**config.mk**
```make
export PLATFORM = sky130hd
export DESIGN_NAME = irq_flag_bank
export DESIGN_NICKNAME = d
export VERILOG_FILES = /design/src/rtl/irq_flag_pkg.sv /design/src/rtl/flag_addr_decode.sv /design/src/rtl/flag_word.sv /design/src/rtl/irq_flag_bank.sv
export SDC_FILE = /design/constraint.sdc
export NUM_CORES = 1
export LEC_CHECK = 0
export BUFFER_PORTS_ARGS = -buffer_cell sky130_fd_sc_hd__clkbuf_2
export CAP_MARGIN = 15
export CORE_ASPECT_RATIO = 1.5
export CORE_MARGIN = 10
export CORE_UTILIZATION = 30
export DETAILED_ROUTE_END_ITERATION = 10
export PLACE_DENSITY = 0.6
export SETUP_SLACK_MARGIN = 0.5
export SYNTH_ARGS = -nofsm -noshare
export SYNTH_HDL_FRONTEND = slang
export SYNTH_SLANG_ARGS = --single-unit
```
**constraint.sdc**
```tcl
create_clock -name clk -period 4.4 [get_ports clk]
set_input_delay 0.88 -clock clk [delete_from_list [all_inputs] [get_ports clk]]
set_output_delay 0.88 -clock clk [all_outputs]
set_load 0.05 [all_outputs]
```
**src/rtl/irq_flag_pkg.sv**
```systemverilog
package irq_flag_pkg;
    parameter int NUM_IN = 32;
    parameter int ADDR_W = 12;
    parameter logic [ADDR_W-1:0] OFS_ANY  = 12'h110;
    parameter logic [ADDR_W-1:0] OFS_RISE = 12'h120;
    parameter logic [ADDR_W-1:0] OFS_FALL = 12'h130;

    typedef enum logic [1:0] {
        SEL_NONE = 2'd0,
        SEL_ANY  = 2'd1,
        SEL_RISE = 2'd2,
        SEL_FALL = 2'd3
    } reg_sel_e;
endpackage

```
**src/rtl/flag_addr_decode.sv**
```systemverilog
module flag_addr_decode
    import irq_flag_pkg::*;
#(
    parameter int AW = ADDR_W
) (
    input  logic [AW-1:0] addr_i,
    output reg_sel_e      sel_o
);
    always_comb begin
        unique case (addr_i)
            OFS_ANY:  sel_o = SEL_ANY;
            OFS_RISE: sel_o = SEL_RISE;
            OFS_FALL: sel_o = SEL_FALL;
            default:  sel_o = SEL_NONE;
        endcase
    end
endmodule

```
**src/rtl/flag_word.sv**
```systemverilog
module flag_word #(
    parameter int N = 32
) (
    input  logic         clk,
    input  logic         rst_n,
    input  logic [N-1:0] set_i,
    input  logic [N-1:0] clr_i,
    output logic [N-1:0] flags_o
);
    typedef struct packed {
        logic [N-1:0] flags;
    } word_t;

    word_t word_d, word_q;

    always_comb begin
        word_d = word_q;
        // set has priority over clear on the same bit
        word_d.flags = (word_q.flags & ~clr_i) | set_i;
    end

    always_ff @(posedge clk or negedge rst_n) begin
        if (!rst_n) word_q <= '0;
        else        word_q <= word_d;
    end

    assign flags_o = word_q.flags;

    AST_SET_WINS: assert property (@(posedge clk) disable iff (!rst_n)
        (set_i != '0) |=> ((flags_o & $past(set_i)) == $past(set_i)));
    AST_CLEAR_TAKES: assert property (@(posedge clk) disable iff (!rst_n)
        ((clr_i & ~set_i) != '0) |=> ((flags_o & $past(clr_i & ~set_i)) == '0));
    AST_IDLE_HOLDS: assert property (@(posedge clk) disable iff (!rst_n)
        (set_i == '0 && clr_i == '0) |=> $stable(flags_o));
endmodule

```
**src/rtl/irq_flag_bank.sv**
```systemverilog
module irq_flag_bank
    import irq_flag_pkg::*;
#(
    parameter int N  = NUM_IN,
    parameter int AW = ADDR_W
) (
    input  logic          clk,
    input  logic          rst_n,
    input  logic [N-1:0]  rise_evt_i,
    input  logic [N-1:0]  fall_evt_i,
    input  logic [N-1:0]  rise_en_i,
    input  logic [N-1:0]  fall_en_i,
    input  logic [AW-1:0] bus_addr_i,
    input  logic          bus_we_i,
    input  logic [N-1:0]  bus_wdata_i,
    output logic [N-1:0]  bus_rdata_o,
    output logic          status_o,
    output logic          irq_o
);
    typedef struct packed {
        logic irq;
    } top_t;

    reg_sel_e     sel;
    logic [N-1:0] rise_set, fall_set;
    logic [N-1:0] rise_clr, fall_clr;
    logic [N-1:0] rise_flags, fall_flags, any_flags;
    top_t         top_d, top_q;

    flag_addr_decode #(.AW(AW)) u_dec (
        .addr_i (bus_addr_i),
        .sel_o  (sel)
    );

    always_comb begin
        rise_set = rise_evt_i & rise_en_i;
        fall_set = fall_evt_i & fall_en_i;
        rise_clr = '0;
        fall_clr = '0;
        if (bus_we_i) begin
            unique case (sel)
                SEL_ANY: begin
                    rise_clr = bus_wdata_i;
                    fall_clr = bus_wdata_i;
                end
                SEL_RISE: rise_clr = bus_wdata_i;
                SEL_FALL: fall_clr = bus_wdata_i;
                default: ;
            endcase
        end
    end

    flag_word #(.N(N)) u_rise (
        .clk     (clk),
        .rst_n   (rst_n),
        .set_i   (rise_set),
        .clr_i   (rise_clr),
        .flags_o (rise_flags)
    );

    flag_word #(.N(N)) u_fall (
        .clk     (clk),
        .rst_n   (rst_n),
        .set_i   (fall_set),
        .clr_i   (fall_clr),
        .flags_o (fall_flags)
    );

    assign any_flags = rise_flags | fall_flags;
    assign status_o  = |any_flags;

    always_comb begin
        top_d     = top_q;
        top_d.irq = status_o;
    end

    always_ff @(posedge clk or negedge rst_n) begin
        if (!rst_n) top_q <= '0;
        else        top_q <= top_d;
    end

    assign irq_o = top_q.irq;

    always_comb begin
        unique case (sel)
            SEL_ANY:  bus_rdata_o = any_flags;
            SEL_RISE: bus_rdata_o = rise_flags;
            SEL_FALL: bus_rdata_o = fall_flags;
            default:  bus_rdata_o = '0;
        endcase
    end

    AST_RISE_GATED: assert property (@(posedge clk) disable iff (!rst_n)
        1'b1 |=> ((rise_flags & ~$past(rise_flags) & ~$past(rise_evt_i & rise_en_i)) == '0));
    AST_FALL_GATED: assert property (@(posedge clk) disable iff (!rst_n)
        1'b1 |=> ((fall_flags & ~$past(fall_flags) & ~$past(fall_evt_i & fall_en_i)) == '0));
    AST_LINKED_CLEAR: assert property (@(posedge clk) disable iff (!rst_n)
        (bus_we_i && sel == SEL_ANY) |=>
        ((fall_flags & $past(bus_wdata_i & ~(fall_evt_i & fall_en_i))) == '0));
    AST_IRQ_LAG: assert property (@(posedge clk) disable iff (!rst_n)
        1'b1 |=> (irq_o == $past(status_o)));
    AST_UNMAPPED_ZERO: assert property (@(posedge clk) disable iff (!rst_n)
        (sel == SEL_NONE) |-> (bus_rdata_o == '0));
endmodule

```
==> impl_metrics.py <==
metrics = {
    "status": {
        "status": "completed",
    },
    "power_and_ir_drop": {
        "p_leak_nw": 2.57,
        "finalPower_mw": 1.43,
        "peakVddDrop_uv": 151,
        "powerDensity_mw_per_mm2": 257,
    },
    "critical_path": {
        "worstPathRequired_ns": 3.52,
        "criticalPathCategory": "input port to primary output",
        "rrSetupSlack_ns": 2.53,
        "cp.arrival_ns": 2.99,
        "crit_path_start_kind": "input port",
        "end_kind": "primary output",
        "cp_max_fo": 8,
    },
    "floorplan": {
        "die_area_sq_mm": 0.0164,
        "core_area_sq_mm": 0.0115,
        "fp.dieH_microns": 152,
        "start_util_pct": 30.4,
        "ios": 209,
        "die_w_microns": 108,
        "rows": 48,
    },
    "hold_path": {
        "hold_path_class": "flop to flop",
    },
    "placement": {
        "placed_area_sq_mm": 0.00486,
        "dp_hpwl_microns": 11200,
        "dpl.cell_count": 718,
        "gp_congestion": 0.840,
        "post-place-ws_ns": -0.0512,
        "port-buffer-count": 208,
    },
    "yosys": {
        "synthCells": 382,
        "yosysTopAreaCell": "dfrtp_1",
        "syn_nets": 561,
        "ys_warn_count": 0,
        "synth_area_leaders": "dfrtp_1 47%, a22oi_1 14%, a22o_1 8.0%",
        "avgSynthCellArea_sq_um": 9.14,
        "syn_area_sq_mm": 0.00349,
        "yosysSeqAreaShare_pct": 46.6,
        "yosys.cell_types.count": 22,
        "synth_top_area_share_pct": 46.6,
        "synth_seq_cells": 65,
    },
    "cells_and_area": {
        "final_cells": 742,
        "drive_gt1_share_pct": 53.0,
        "stdcell_area_sq_mm": 0.00554,
        "diodes": 0,
        "nets": 766,
        "area_growth_pct": 58.7,
        "final_util_pct": 48.3,
    },
    "run": {
        "cap_viol_max_count": 0,
    },
    "timing": {
        "min_period_over_period_pct": 88.0,
        "final-max-slew-violation-count": 0,
        "fin_tns_setup_ns": 0,
        "hold_violations": 0,
        "hold_ws_ns": 0.546,
        "rsz0062_at_grt": "yes",
        "max_slew_margin_pct": 35.0,
        "finalSetupViolations": 0,
        "worst_clock_skew_ns": 0.00333,
        "period_minus_slack_ns": 3.87,
        "setup_ws_ns": 0.528,
        "max_freq_ghz": 0.258,
        "worstMarginPinSlew_ns": 0.975,
    },
    "clocking": {
        "cts_root_buf": "clkbuf_16",
        "cts.clk_slew.worst_paths_ns": 0.05,
        "cts_tree": "built",
        "clk_path_buf_depth": 2,
        "cts_buffers": 9,
        "htree_levels": 3,
        "cts.sinks": 65,
        "clock_latency_ns": 0.33,
    },
    "drt": {
        "via_per_inst": 5.15,
        "wl_per_cell_microns": 21.2,
        "dr.pass1.iters": 4,
        "drt_wl_total_microns": 15700,
        "drc": 0,
        "vias": 3821,
        "detail-route-antenna-nets": 0,
        "dr.first_iter.drc_count": 135,
    },
    "grt": {
        "grt_pass1_vias": 4248,
        "grt_max_degree": 65,
        "grt_pass1_wl_microns": 23700,
        "grt_use_total_pct": 18.6,
        "antenna_found_initial": 0,
        "grt-ovfl-total": 0,
    },
}
-- critical path, stage by stage --
cell	delay (ns)
clkbuf_2	0.08
or4_4	0.57
nor2_4	0.19
nand3_2	0.15
ha_4	0.22
or2_4	0.33
a22oi_2	0.34
nor2_4	0.05
buf_8	0.18
-- sequential cells by signal (all words and copies together) (netlist names) --
signal          count
u_fall.flags_o     32
u_rise.flags_o     32
irq_o               1
-- worst paths after layout --
| path | startpoint | depth (start not counted) | endpoint |
|---|---|---|---|
| max in group asynchronous | rst_n | 2 | u_rise.flags_o[30] |
| worst min register to register | u_rise.flags_o[5] | 1 | u_rise.flags_o[5] |
| worst max register to register | u_fall.flags_o[29] | 3 | irq_o |
| worst max-delay path | bus_addr_i[1] | 9 | bus_rdata_o[21] |
| min in group asynchronous | rst_n | 1 | u_rise.flags_o[1] |
| worst min-delay path | u_rise.flags_o[5] | 1 | u_rise.flags_o[5] |
-- what timing repair did --
item | in CTS | in global routing
gates cloned | 6 | 0
pin swaps | 8 | 13
hold buffers | 0 | 0
buffers inserted | 0 | 1
setup endpoints to repair | 32 | 32
gates resized for setup | 79 | 25
-- synth_stat cells --
| cell | count |
|---|---|
| buf_6 | 3 |
| and3_1 | 2 |
| nor4_4 | 1 |
| nor4_1 | 16 |
| or2_2 | 2 |
| ha_1 | 4 |
| o21ai_2 | 10 |
| nand2_1 | 32 |
| nand3_1 | 34 |
| a22o_1 | 32 |
| inv_1 | 32 |
| dfrtp_1 | 65 |
| or4b_1 | 1 |
| or4_4 | 1 |
| o21ai_1 | 2 |
| or4_1 | 1 |
| clkbuf_1 | 21 |
| nand4_1 | 4 |
| o21ai_0 | 20 |
| a22oi_1 | 64 |
| nor2_1 | 34 |
| nand2b_1 | 1 |
-- cells in the final DEF, fill, tap and decap left out, types with 30 or more instances in the layout --
cell type	count
a22o_1	32
dfrtp_1	65
nand2_1	32
inv_1	32
nor2_4	31
clkbuf_2	175
nand3_1	32
a22oi_1	34
a22oi_2	30
-- per-layer routing --
metal | track usage (%) | part of all wire [%]
met1 | 19.3 | 37
met2 | 33.9 | 54
met3 | 5.17 | 7.3
met4 | 7.02 | 2.0
met5 | 0 | 0
-- power by group --
group,switching (mW),internal (mW)
Combinational,0.0620,0.0697
Sequential,0.000494,0.599
Clock,0.244,0.452
-- area by class of cell --
class / count / area [sq um]
inverter: 32 / 120
timing repair buffer: 212 / 1170
multi-input combinational: 267 / 2150
sequential: 65 / 1630
fill: 1101 / 5930
clock buffer: 13 / 250
tap: 150 / 188
clock inverter: 3 / 40.0
-- cell families (layout without fill, tap and decap cells) --
group | Yosys count | after routing | share of synthesized area, %
AO/OA/AOI/OAI | 128 | 128 | 27.4
buffers and inverters | 56 | 260 | 6.66
adder cells (fa/ha/maj) | 4 | 4 | 1.43
AND/OR/NAND/NOR | 129 | 135 | 17.9
flip-flops | 65 | 65 | 46.6
(Power assumes the default switching activity.)
